### src/rtl/dtc_pkg.sv
package dtc_pkg;
    parameter int ADDR_W = 32;
    parameter int DATA_W = 32;
    parameter int CMD_W  = 4;
    parameter int BEN_W  = DATA_W / 8;
    parameter int WR_BIT = 0;

    typedef struct packed {
        logic [ADDR_W-1:0] addr;
        logic [CMD_W-1:0]  cmd;
        logic [BEN_W-1:0]  ben;
        logic [DATA_W-1:0] wdata;
    } req_t;

    typedef enum logic [1:0] {ST_IDLE, ST_EXEC, ST_DONE} slot_e;
    typedef enum logic [1:0] {ACT_NONE, ACT_RETRY, ACT_GIVE, ACT_ABORT} act_e;

    typedef struct packed {
        logic claim;
        logic ready;
        logic stop;
    } rsp_t;

    function automatic logic is_write(input logic [CMD_W-1:0] c);
        return c[WR_BIT];
    endfunction

    function automatic rsp_t encode(input act_e a);
        case (a)
            ACT_RETRY: return '{claim: 1'b1, ready: 1'b0, stop: 1'b1};
            ACT_GIVE:  return '{claim: 1'b1, ready: 1'b1, stop: 1'b1};
            ACT_ABORT: return '{claim: 1'b0, ready: 1'b0, stop: 1'b1};
            default:   return '{claim: 1'b0, ready: 1'b0, stop: 1'b0};
        endcase
    endfunction
endpackage

### src/rtl/dtc_match.sv
module dtc_match
    import dtc_pkg::*;
(
    input  req_t held,
    input  req_t incoming,
    output logic hit
);
    logic hdr_eq;
    logic dat_eq;

    always_comb begin
        hdr_eq = (held.addr == incoming.addr) && (held.cmd == incoming.cmd)
              && (held.ben == incoming.ben);
        dat_eq = !is_write(held.cmd) || (held.wdata == incoming.wdata);
        hit    = hdr_eq && dat_eq;
    end
endmodule

### src/rtl/dtc_slot.sv
module dtc_slot
    import dtc_pkg::*;
(
    input  logic              clk,
    input  logic              rst,
    input  logic              req_valid,
    input  req_t              req,
    input  logic              hit,
    input  logic              drop_tick,
    input  logic              be_done,
    input  logic              be_err,
    input  logic [DATA_W-1:0] be_rdata,
    output slot_e             state,
    output req_t              entry,
    output act_e              act,
    output logic [DATA_W-1:0] give_data
);
    logic              sts_err;
    logic [DATA_W-1:0] sts_data;

    always_comb begin
        act = ACT_NONE;
        if (req_valid) begin
            if (state == ST_DONE && hit)
                act = sts_err ? ACT_ABORT : ACT_GIVE;
            else
                act = ACT_RETRY;
        end
        give_data = (act == ACT_GIVE && !is_write(entry.cmd)) ? sts_data : '0;
    end

    always_ff @(posedge clk) begin
        if (rst) begin
            state    <= ST_IDLE;
            entry    <= '0;
            sts_err  <= 1'b0;
            sts_data <= '0;
        end else begin
            case (state)
                ST_IDLE: if (req_valid) begin
                    entry <= req;
                    state <= ST_EXEC;
                end
                ST_EXEC: if (be_done) begin
                    sts_err  <= be_err;
                    sts_data <= be_rdata;
                    state    <= ST_DONE;
                end
                ST_DONE: if (act == ACT_GIVE || act == ACT_ABORT || drop_tick)
                    state <= ST_IDLE;
                default: state <= ST_IDLE;
            endcase
        end
    end
endmodule

### src/rtl/dtc_resp.sv
module dtc_resp
    import dtc_pkg::*;
(
    input  logic              clk,
    input  logic              rst,
    input  act_e              act,
    input  logic [DATA_W-1:0] give_data,
    output rsp_t              rsp,
    output logic [DATA_W-1:0] rdata
);
    always_ff @(posedge clk) begin
        if (rst) begin
            rsp   <= '0;
            rdata <= '0;
        end else begin
            rsp   <= encode(act);
            rdata <= give_data;
        end
    end


    ready_needs_claim_chk: assert property (@(posedge clk) disable iff (rst)
        rsp.ready |-> (rsp.claim && rsp.stop));

    abort_no_data_chk: assert property (@(posedge clk) disable iff (rst)
        (rsp.stop && !rsp.claim) |-> (!rsp.ready && rdata == '0));
endmodule

### src/rtl/dtc_target.sv
module dtc_target
    import dtc_pkg::*;
(
    input  logic              clk,
    input  logic              rst,
    input  logic              req_valid,
    input  logic [ADDR_W-1:0] req_addr,
    input  logic [CMD_W-1:0]  req_cmd,
    input  logic [BEN_W-1:0]  req_byten,
    input  logic [DATA_W-1:0] req_wdata,
    input  logic              drop_tick,
    output logic              be_req,
    output logic [ADDR_W-1:0] be_addr,
    output logic [CMD_W-1:0]  be_cmd,
    output logic [BEN_W-1:0]  be_byten,
    output logic [DATA_W-1:0] be_wdata,
    input  logic              be_done,
    input  logic              be_err,
    input  logic [DATA_W-1:0] be_rdata,
    output logic              rsp_claim,
    output logic              rsp_ready,
    output logic              rsp_stop,
    output logic [DATA_W-1:0] rsp_rdata
);
    req_t              cur_req;
    req_t              entry;
    slot_e             state;
    act_e              act;
    logic              hit;
    logic [DATA_W-1:0] give_data;
    rsp_t              rsp;

    assign cur_req = '{addr: req_addr, cmd: req_cmd, ben: req_byten, wdata: req_wdata};

    dtc_match u_match (.held(entry), .incoming(cur_req), .hit(hit));

    dtc_slot u_slot (
        .clk(clk), .rst(rst), .req_valid(req_valid), .req(cur_req), .hit(hit),
        .drop_tick(drop_tick), .be_done(be_done), .be_err(be_err), .be_rdata(be_rdata),
        .state(state), .entry(entry), .act(act), .give_data(give_data)
    );

    dtc_resp u_resp (
        .clk(clk), .rst(rst), .act(act), .give_data(give_data),
        .rsp(rsp), .rdata(rsp_rdata)
    );

    assign be_req    = (state == ST_EXEC);
    assign be_addr   = entry.addr;
    assign be_cmd    = entry.cmd;
    assign be_byten  = entry.ben;
    assign be_wdata  = entry.wdata;
    assign rsp_claim = rsp.claim;
    assign rsp_ready = rsp.ready;
    assign rsp_stop  = rsp.stop;


    resp_follows_req_chk: assert property (@(posedge clk) disable iff (rst)
        req_valid |=> rsp_stop);

    no_resp_unasked_chk: assert property (@(posedge clk) disable iff (rst)
        !req_valid |=> !rsp_stop);

    be_start_after_req_chk: assert property (@(posedge clk) disable iff (rst)
        $rose(be_req) |-> $past(req_valid));

    be_hold_chk: assert property (@(posedge clk) disable iff (rst)
        (be_req && !be_done) |=> (be_req && $stable(be_addr) && $stable(be_cmd)
                                  && $stable(be_byten) && $stable(be_wdata)));

    be_release_chk: assert property (@(posedge clk) disable iff (rst)
        (be_req && be_done) |=> !be_req);
endmodule

### config.mk
export PLATFORM = sky130hd
export DESIGN_NAME = dtc_target
export DESIGN_NICKNAME = d
export VERILOG_FILES = /design/src/rtl/dtc_pkg.sv /design/src/rtl/dtc_match.sv /design/src/rtl/dtc_slot.sv /design/src/rtl/dtc_resp.sv /design/src/rtl/dtc_target.sv
export SDC_FILE = /design/constraint.sdc
export NUM_CORES = 1
export LEC_CHECK = 0
export ABC_AREA = 1
export CAP_MARGIN = 20
export CORE_MARGIN = 2
export CORE_UTILIZATION = 30
export DETAILED_ROUTE_END_ITERATION = 7
export SETUP_SLACK_MARGIN = 0.2
export SLEW_MARGIN = 0
export SYNTH_ARGS = -nofsm -noshare
export SYNTH_HDL_FRONTEND = slang
export SYNTH_SLANG_ARGS = --single-unit
### constraint.sdc
create_clock -name clk -period 2.7 [get_ports clk]
set_input_delay 0.54 -clock clk [delete_from_list [all_inputs] [get_ports clk]]
set_output_delay 0.54 -clock clk [all_outputs]
set_load 0.01 [all_outputs]
Word-level counts from Yosys, hierarchy flattened
Index checks and enable logic that the tools add are counted.
{"block": "totals", "regBits": 142, "wordCells": 46, "in_bits": 110}
{"block": "op_classes", "bitwise": 1, "n_reduce_logical": 14, "eq_ne": 12, "n_mux": 8}
{"operator": "equality test 32 bit", "n": 2}
{"operator": "2-to-1 mux 2 bit", "n": 5}
{"operator": "one-hot mux 3 bit (3 select lines)", "n": 1}
{"operator": "equality test 4 bit", "n": 2}
{"operator": "equality test 2 bit (second input constant)", "n": 3}
{"operator": "one-hot mux 2 bit (3 select lines)", "n": 1}
{"operator": "logical AND 1 bit", "n": 5}
{"operator": "equality test 2 x 1 -> 1 bit (second input constant)", "n": 2}
{"operator": "inequality test 2 bit (second input constant)", "n": 2}
{"operator": "AND reduction 2 bit", "n": 2}
{"operator": "logical OR 1 bit", "n": 3}
{"operator": "AND reduction 3 bit", "n": 1}
{"operator": "logical NOT 2 bit", "n": 1}
{"operator": "inequality test 2 x 1 -> 1 bit (second input constant)", "n": 1}
{"operator": "OR reduction 2 bit", "n": 1}
{"operator": "logical NOT 1 bit", "n": 1}
{"operator": "2-to-1 mux 1 bit", "n": 1}
{"operator": "NOT 1 bit", "n": 1}

Depth between registers and ports, before layout
Gate-level depths: netlist (run 1).
{"block": "logic_depth", "word_depth": 12, "mapped_depth": 15, "depth_no_buf": 14}

By module
From an unflattened synthesis (run 1), not the netlist that was laid out.
{"block": "hier_totals", "hier_cells": 933, "hier_area_um2": 6595.1}
{"module": "dtc_slot", "area_each_um2": 4396.7, "instances": 1, "cells_each": 574}
{"module": "dtc_match", "area_each_um2": 1146.1, "instances": 1, "cells_each": 245}
{"module": "dtc_resp", "area_each_um2": 1042.2, "instances": 1, "cells_each": 112}
{"module": "dtc_target", "area_each_um2": 10.0, "instances": 1, "cells_each": 2}

Least setup slack after synthesis (run 1)
OpenSTA, ideal clock, no wires.
{"block": "synth_path", "path_type": "input port to flip-flop", "startpoint": "input port req_addr[19]", "endpoint": "register u_resp.rdata[10]", "setup_ps": 66, "t_arrival_ps": 1941, "cell_stages": 13, "slack_ps": 693, "path_cell_list": "xnor2_1 nand2_1 nor2_1 nand2_1 nor2_1 nand2_1 nor2_2 nand2_1 o21ai_1 ha_1 nand3_1 clkbuf_1 nor2_1"}
{"block": "synth_between", "elab_chain_len": 11}
{"element": "from (decl)", "line_no": "dtc_target.sv:7", "source": "input logic [ADDR_W-1:0] req_addr,"}
{"element": "equality test 32 bit", "line_no": "dtc_match.sv:12", "source": "hdr_eq = (held.addr == incoming.addr) && (held.cmd == incoming.cmd)"}
{"element": "logical AND 1 bit", "line_no": "dtc_match.sv:12"}
{"element": "logical AND 1 bit", "line_no": "dtc_match.sv:13", "source": "&& (held.ben == incoming.ben);"}
{"element": "logical AND 1 bit", "line_no": "dtc_match.sv:15", "source": "hit = hdr_eq && dat_eq;"}
{"element": "logical AND 1 bit", "line_no": "dtc_slot.sv:24", "source": "if (state == ST_DONE && hit)"}
{"element": "2-to-1 mux 2 bit", "line_no": "dtc_slot.sv:24"}
{"element": "2-to-1 mux 2 bit", "line_no": "dtc_slot.sv:23", "source": "if (req_valid) begin"}
{"element": "equality test 2 bit", "line_no": "dtc_slot.sv:29", "source": "give_data = (act == ACT_GIVE && !is_write(entry.cmd)) ? sts_data : '0;"}
{"element": "logical AND 1 bit", "line_no": "dtc_slot.sv:29"}
{"element": "NOT 1 bit (no source line)"}
{"element": "OR reduction 2 bit (no source line)"}
{"element": "to (signal assigned)", "line_no": "dtc_resp.sv:17", "source": "rdata <= give_data;"}
{"element": "to (decl)", "line_no": "dtc_resp.sv:9", "source": "output logic [DATA_W-1:0] rdata"}
No other way between the ends.
A chain may end at the register's enable or synchronous reset.

Worst setup path after layout (run 1)
{"block": "layout_path", "startpoint": "input port req_addr[25]", "endpoint": "register u_resp.rdata[26]"}
The elaborated chain is that of the path after synthesis.

==> results of run 1 <==
==> through the flow <==
stage	utilization [%]	power, mW	setup slack (ns)	area, µm²	setup TNS [ns]
finish	46.5	5.51	0.380	8610	0
global route	46.5	5.79	0.210	8610	0
CTS	46.5	5.60	0.362	8610	0
detailed placement	43.4	3.29	-0.0900	8040	-1.88
global placement	43.4	3.28	-0.0462	8040	-1.41
floorplan	-	2.80	0.693	5610	0
==> worst min-delay path: stages (launching register included) <==
cell and delay [ns]:
dfxtp_1 0.29, inv_1 0.06, nor2_1 0.04
==> flip-flops by register name (all words and copies together), names as in the netlist <==
| signal | flops |
|---|---|
| u_resp.rsp | 3 |
| u_slot.sts_data | 32 |
| u_slot.sts_err | 1 |
| u_slot.state | 2 |
| u_resp.rdata | 32 |
| u_slot.entry | 72 |
==> worst max-delay path by stage <==
stage / start / end / slack [ns] / cells after the start
2_1_floorplan: req_addr[19] / u_resp.rdata[10] / 0.69 / 13
3_3_place_gp: req_wdata[28] / u_resp.rdata[14] / -0.05 / 15
3_5_place_dp: req_wdata[28] / u_resp.rdata[26] / -0.09 / 15
4_1_cts: req_wdata[28] / u_resp.rdata[26] / 0.36 / 15
5_1_grt: req_wdata[28] / u_resp.rdata[27] / 0.21 / 16
6_report: req_addr[25] / u_resp.rdata[26] / 0.38 / 15
==> per-layer routing <==
layer / share of wire (%) / wire, µm / track usage (%)
met5: 0 / 0 / 0
met4: 1.0 / 157 / 4.74
met3: 9.4 / 1460 / 6.90
met2: 43 / 6770 / 24.3
met1: 46 / 7250 / 20.4
==> power groups by stage <==
stage / Combinational [mW] / Sequential (mW) / Clock [mW]
6_report: 0.910 / 2.32 / 2.27
5_1_grt: 1.01 / 2.34 / 2.43
4_1_cts: 0.922 / 2.33 / 2.35
3_5_place_dp: 0.915 / 2.37 / 0
3_3_place_gp: 0.914 / 2.37 / 0
2_1_floorplan: 0.389 / 2.41 / 0
==> final cells by class <==
class	count	share of cell area (%)
inverter	72	3.14
clock inverter	15	1.66
tap	234	3.40
timing repair buffer	227	26.5
sequential	142	33.0
clock buffer	17	4.94
multi-input combinational	484	27.3
==> synthesized netlist by cell type <==
| cell type | count | share of area (%) |
|---|---|---|
| inv_1 | 68 | 4.6 |
| o21ai_1 | 7 | 0.62 |
| dfxtp_1 | 142 | 51 |
| nor2_1 | 168 | 11 |
| clkbuf_1 | 21 | 1.4 |
| xor2_1 | 5 | 0.78 |
| nor2_2 | 2 | 0.22 |
| xnor2_1 | 51 | 8.0 |
| nand3_1 | 4 | 0.36 |
| nand3_2 | 1 | 0.18 |
| o21ai_0 | 98 | 8.7 |
| nor3_1 | 1 | 0.089 |
| nand4_1 | 4 | 0.45 |
| buf_2 | 14 | 1.2 |
| nand2_1 | 88 | 5.9 |
| a21oi_1 | 52 | 4.6 |
| inv_2 | 4 | 0.27 |
| ha_1 | 3 | 0.67 |
==> cell families (layout without fill, tap and decap cells) <==
family          Yosys count  count (layout)  synth area share [%]
compound gates          157             157                  14.0
xor+xnor                 56              56                  8.74
flops                   142             142                  50.7
simple gates            268             268                  18.4
buf+inv                 107             331                  7.47
fa+ha+maj                 3               3                 0.669
==> impl_results.md, run 1 <==
- Clock power share: 41.2%
- Max FO, Critical Path: 32
- Hold slack final: between 0.4 and 0.5 ns
- Max Cap Viol: 0
- P_sw: roughly 1.6 mW
- Min-delay src: u_slot.sts_data[14]
- Clock Pin Slew Worst Setup and Hold Paths: 0.07 ns
- CP delay by family, top: simple AND/OR/NAND/NOR gates
- Multi-input gate area: around 0.0024 mm²
- Total core area: 0.0185 mm²
- Startpoint types: primary input
- Synth Register Bits: 142
- DRC errors left: 0
- All-Layer GR Usage: approximately 16%
- Pwr dens: 639 mW/mm²
- Finish-stage setup viols: 0
- Critical path's slowest cell: clkdlybuf4s50_1
- IO Pins: 218
- Comb power frac: between 10% and 20%
- Cell mode on critical path: nand2_1
- Critical path, cell by cell: clkdlybuf4s50_1, nand2_1, nand2_1, nand2_1, nor2_1, nand2_1, nor2_1, nand2_1, nor2_2, nand2_1, o21ai_1, ha_1, nand3_1, buf_12, nor2_1
- Clock latency at the later pin of the worst-skew pair: 0.42 ns
- Final Skew: 0.00833 ns
- LEAKAGE: 3.31 nW
- Relative slew slack: 63.7%
- TritonCTS buffer count: 17
- RSZ-0062 raised after global routing: no
- Placement Rows: 50
- Synthesized area per cell: about 7.7 µm²
- DR pass1 iterations: 4
- Ant diodes: 0
- R2R setup slack: 0.62 ns
- DP HPWL: 10900 µm
- Die area: approximately 0.020 mm²
- Worst Setup End Kind: register
- Fin. Hold Viols: 0
- R2R depth: 15
- Netlist cell types: 18
- DR iter-0 viols: 247
- Cts hold-fix bufs: 0
- Clock root buffer: clkbuf_16
- Clk buf depth: 2
- CTS Sinks: about 140
- Share of layout cells above drive strength 1: under 10%
- Final layout net count: 1057
- Inst Count DP: 1159
- FMAX: 0.431 GHz
- Vias per cell: around 4.3
- Min-Delay Path Class: reg -> reg
- Die height: 141 µm
- Most frequent cells in the layout: clkdlybuf4s50_1, nor2_1, dfxtp_1, o21ai_0, nand2_1
- Hold Path Depth: 2
- Worst-Margin Slew: 0.544 ns
- Ys Warns: 0
- Syn nets: 846
- Vias in the first global route: 4864
- Count of input and output buffers: 217
- Worst IR Drop VDD: 0.413 mV
- CTS tree: yes
- Final Cycle Share: 85.9%
- Post-CTS Setup Bufs: 0
- Post-CTS sizing: 0
- Vias post-DR: slightly above 5000
- WL per Instance: 13.1 µm
- Worst stage delay on the critical path: roughly 0.50 ns
- Sequential element share of the synthesized area: about 50%
- Initial antenna violation count: 0
- Most common cell after layout, fill and taps aside: clkdlybuf4s50_1
- Share of power burned in registers: 42.2%
- First-pass GRT wire length: around 25000 µm
- Worst hold endpoint: u_resp.rdata[14]
- Worst Path Arrival: roughly 2.7 ns
- Synthesis-to-finish area growth: 53.6%
- Layout Cells excl Fill: between 1000 and 1500
- Int Power: 3.95 mW
- Grt total ovfl: 0
- Mapped cell area: between 0.005 and 0.006 mm²
- Routability cong.: 0.763
- DRT antenna net count: 0
- Outcome: finished, final reports clean
- CP required: approximately 3 ns
- Final Max Slew Viols: 0
- CP Class: in -> reg
- Mapped Cells: roughly 730
- Die W: 141 µm
- Buf/Inv on CP: 2
- Total area of sequential cells: 0.00284 mm²
- H-tree Lvls: 4
- Clock period minus worst slack: roughly 2.3 ns
- Largest net degree at the start of global routing: 59
- Routed wire length: 15600 µm
- RR Startpoint: u_slot.entry[66]
- Initial cell density of the core: between 30% and 40%
- Filler cells: 1849
- Switch share: 28.2%
- Crit Reg-Reg Endpoint: u_resp.rdata[26]
Power figures use the tool's default switching activity.
==> inputs of run 2 (changes only) <==
--- a/config.mk
+++ b/config.mk
@@ -10,7 +10,8 @@
 export CORE_MARGIN = 2
 export CORE_UTILIZATION = 30
 export DETAILED_ROUTE_END_ITERATION = 7
-export SETUP_SLACK_MARGIN = 0.2
+export PLACE_DENSITY_LB_ADDON = 0.3
+export SETUP_SLACK_MARGIN = 0.4
 export SLEW_MARGIN = 0
 export SYNTH_ARGS = -nofsm -noshare
 export SYNTH_HDL_FRONTEND = slang
==> run 2 against run 1 <==
Non-clock buffer count rose by 5. Sequential share of layout area fell by 1.2 points. Power rose by 4.7%. Critical endpoint is now u_resp.rdata[9]. Critical path type unchanged. Fmax rose by 6.2%. Flip-flop and latch count did not move. Largest power group is now clock. Utilization rose by 1.8 points.
==> impl_results.md, run 2 (synthesis results as in run 1) <==
- Cell mode on critical path: nand2_1
- Final layout net count: 1062 (+0.47%)
- Top flop regs: u_slot.entry x72, u_resp.rdata x32, u_slot.sts_data x32
- Initial cell density of the core: 30.3% (unchanged)
- Clock period minus worst slack: 2.18 ns (-0.136 ns)
- Worst Path Arrival: 2.54 ns (-0.14 ns)
- Clock root buffer: clkbuf_16
- TritonCTS buffer count: 17 (unchanged)
- Clock Pin Slew Worst Setup and Hold Paths: 0.06 ns (about the same)
- Reg with most FFs: u_slot.entry
- First-pass GRT wire length: 25100 µm (+0.33%)
- CP Class: in -> reg
- WL per Instance: 13.4 µm (+2.4%)
- Worst stage delay on the critical path: 0.50 ns (about the same)
- Die W: 141 µm (unchanged)
- DRC errors left: 0 (unchanged)
- Min-Delay Path Class: reg -> reg
- RSZ-0062 raised after global routing: no
- Placement Rows: 50 (unchanged)
- Fin. Hold Viols: 0 (unchanged)
- Die area: 0.0198 mm² (unchanged)
- RR Startpoint: u_slot.entry[33]
- Most frequent cells in the layout: clkdlybuf4s50_1, nor2_1, dfxtp_1, o21ai_0, nand2_1
- Filler cells: 1790 (-3.2%)
- Critical path, cell by cell: clkdlybuf4s50_1, xnor2_1, nand2_1, nor2_1, nand2_1, nor2_1, nand2_1, nand2_2, nand2_1, o21ai_2, ha_2, nand3_4, clkbuf_16, nor2_1
- DR iter-0 viols: 225 (-8.9%)
- Final TNS setup: 0 ns (unchanged)
- Vias in the first global route: 4885 (+0.43%)
- Vias post-DR: 5252 (+2.5%)
- Finish-stage setup viols: 0 (unchanged)
- Setup slack at placement: -0.0696 ns (+0.0204 ns)
- Clk buf depth: 2 (unchanged)
- CTS Sinks: 142 (unchanged)
- Count of input and output buffers: 217 (unchanged)
- CP Depth: 14 (-1)
- Worst hold endpoint: u_resp.rdata[18]
- Critical path's slowest cell: clkdlybuf4s50_1
- DRT antenna net count: 0 (unchanged)
- Clock latency at the later pin of the worst-skew pair: 0.42 ns (about the same)
- Routability cong.: 0.757 (-0.73%)
- IO Pins: 218 (unchanged)
- Final Skew: 0.00884 ns (+0.000515 ns)
- Relative slew slack: 66.2% (+2.5 points)
- Most common cell after layout, fill and taps aside: clkdlybuf4s50_1
- Total core area: 0.0185 mm² (unchanged)
- All-Layer GR Usage: 15.9% (about the same)
- Worst Setup End Kind: register
- Die height: 141 µm (unchanged)
- Post-layout util: 48.3% (+1.8 points)
- CP delay by family, top: simple AND/OR/NAND/NOR gates
- LEAKAGE: 3.80 nW (+15%)
- Max FO, Critical Path: 8 (-75%)
- Cts hold-fix bufs: 0 (unchanged)
- Min-delay src: u_slot.sts_data[18]
- Vias per cell: 4.38 (+1.9%)
- DP HPWL: 10800 µm (-1.1%)
- Initial antenna violation count: 2 (+2)
- Layout Cells excl Fill: 1198 (+0.59%)
- Hold Path Depth: 2 (unchanged)
- R2R depth: 15 (unchanged)
- Max Cap Viol: 0 (unchanged)
- Largest net degree at the start of global routing: 68 (+15%)
- Outcome: finished, final reports clean
- Grt total ovfl: 0 (unchanged)
- Worst-Margin Slew: 0.507 ns (-0.0371 ns)
- Max reg flops: 72 (unchanged)
- CTS tree: yes
- Buf/Inv on CP: 2 (unchanged)
- CP required: 3.06 ns (about the same)
- Final Cycle Share: 80.9% (-5.0 points)
- H-tree Lvls: 4 (unchanged)
- Share of layout cells above drive strength 1: 8.00% (+2.6 points)
- Inst Count DP: 1160 (+0.086%)
- FMAX: 0.458 GHz (+6.2%)
- Final Max Slew Viols: 0 (unchanged)
- DR pass1 iterations: 4 (unchanged)
- R2R setup slack: 0.59 ns (-0.03 ns)
- Startpoint types: primary input
- Worst Slack Setup Final: 0.515 ns (+0.136 ns)
- Synthesis-to-finish area growth: 59.6%
- Routed wire length: 16100 µm (+3.0%)
- Crit Reg-Reg Endpoint: u_resp.rdata[9]
- Pwr dens: 644 mW/mm² (+0.72%)
- Worst IR Drop VDD: 0.430 mV (+3.9%)
[run 2: changes by cell type in the layout (fill, tap and decap cells not counted), moves of 3 or more]
cell,before,now
bufinv_16,0,3
clkdlybuf4s50_1,217,173
dlymetal6s2s_1,0,44
inv_8,7,4
nor2_1,167,156
nor2_2,3,14
[run 2: routing by layer]
layer  global-route usage, %  vias to the layer above  wire length [µm]
met5                       0                        -                 0
met4                    4.89                        0               223
met3                    6.18                       14              1260
met2                    24.7                      157              7260
met1                    20.5                     2350              7350
li1                        -                     2731                 -
[run 2: cell type report]
type / count / area (µm²) / share of cell area [%]
clock buffers: 18 / 439 / 4.91
clock inverters: 14 / 194 / 2.17
diodes: 2 / 5.00 / 0.0559
well taps: 234 / 293 / 3.27
inverters: 72 / 270 / 3.02
multi-input cells: 484 / 2420 / 27.1
repair buffers: 232 / 2480 / 27.8
flip-flops and latches: 142 / 2840 / 31.8
[run 2: worst max-delay path by stage]
stage                     start                to  slack (ns)
6_report           req_wdata[2]   u_resp.rdata[9]        0.52
5_1_grt        u_slot.entry[33]  u_resp.rdata[10]        0.35
4_1_cts            req_byten[1]   u_resp.rdata[9]        0.41
3_5_place_dp       req_byten[1]  u_resp.rdata[26]       -0.07
3_3_place_gp       req_byten[1]   u_resp.rdata[7]       -0.03
2_1_floorplan      req_addr[19]  u_resp.rdata[10]        0.69
[run 2: where the power goes]
group / switching (mW) / internal, mW
Sequential: 0.0977 / 2.23
Clock: 0.999 / 1.52
Combinational: 0.427 / 0.491
Total: 1.52 / 4.24
[run 2: what timing repair did]
action                                  in CTS  in global routing
gates resized for setup                      1                 65
hold endpoints to repair                     0                  0
cloned                                       0                  3
setup buffers                                0                  1
endpoints found under the setup margin      25                 34
pin swaps                                    0                 23
[run 2: per-stage QoR]
step	cell area (µm²)	hold WS, ns	power, mW
floorplan	5610	0.416	2.80
global placement	8060	0.419	3.28
detailed placement	8060	0.423	3.29
CTS	8700	0.433	5.84
global route	8950	0.435	6.05
finish	8950	0.435	5.76
[run 2: worst min-delay path: stages, from the launching register on]
cell,delay [ns]
dfxtp_1,0.29
inv_1,0.06
nor2_1,0.04
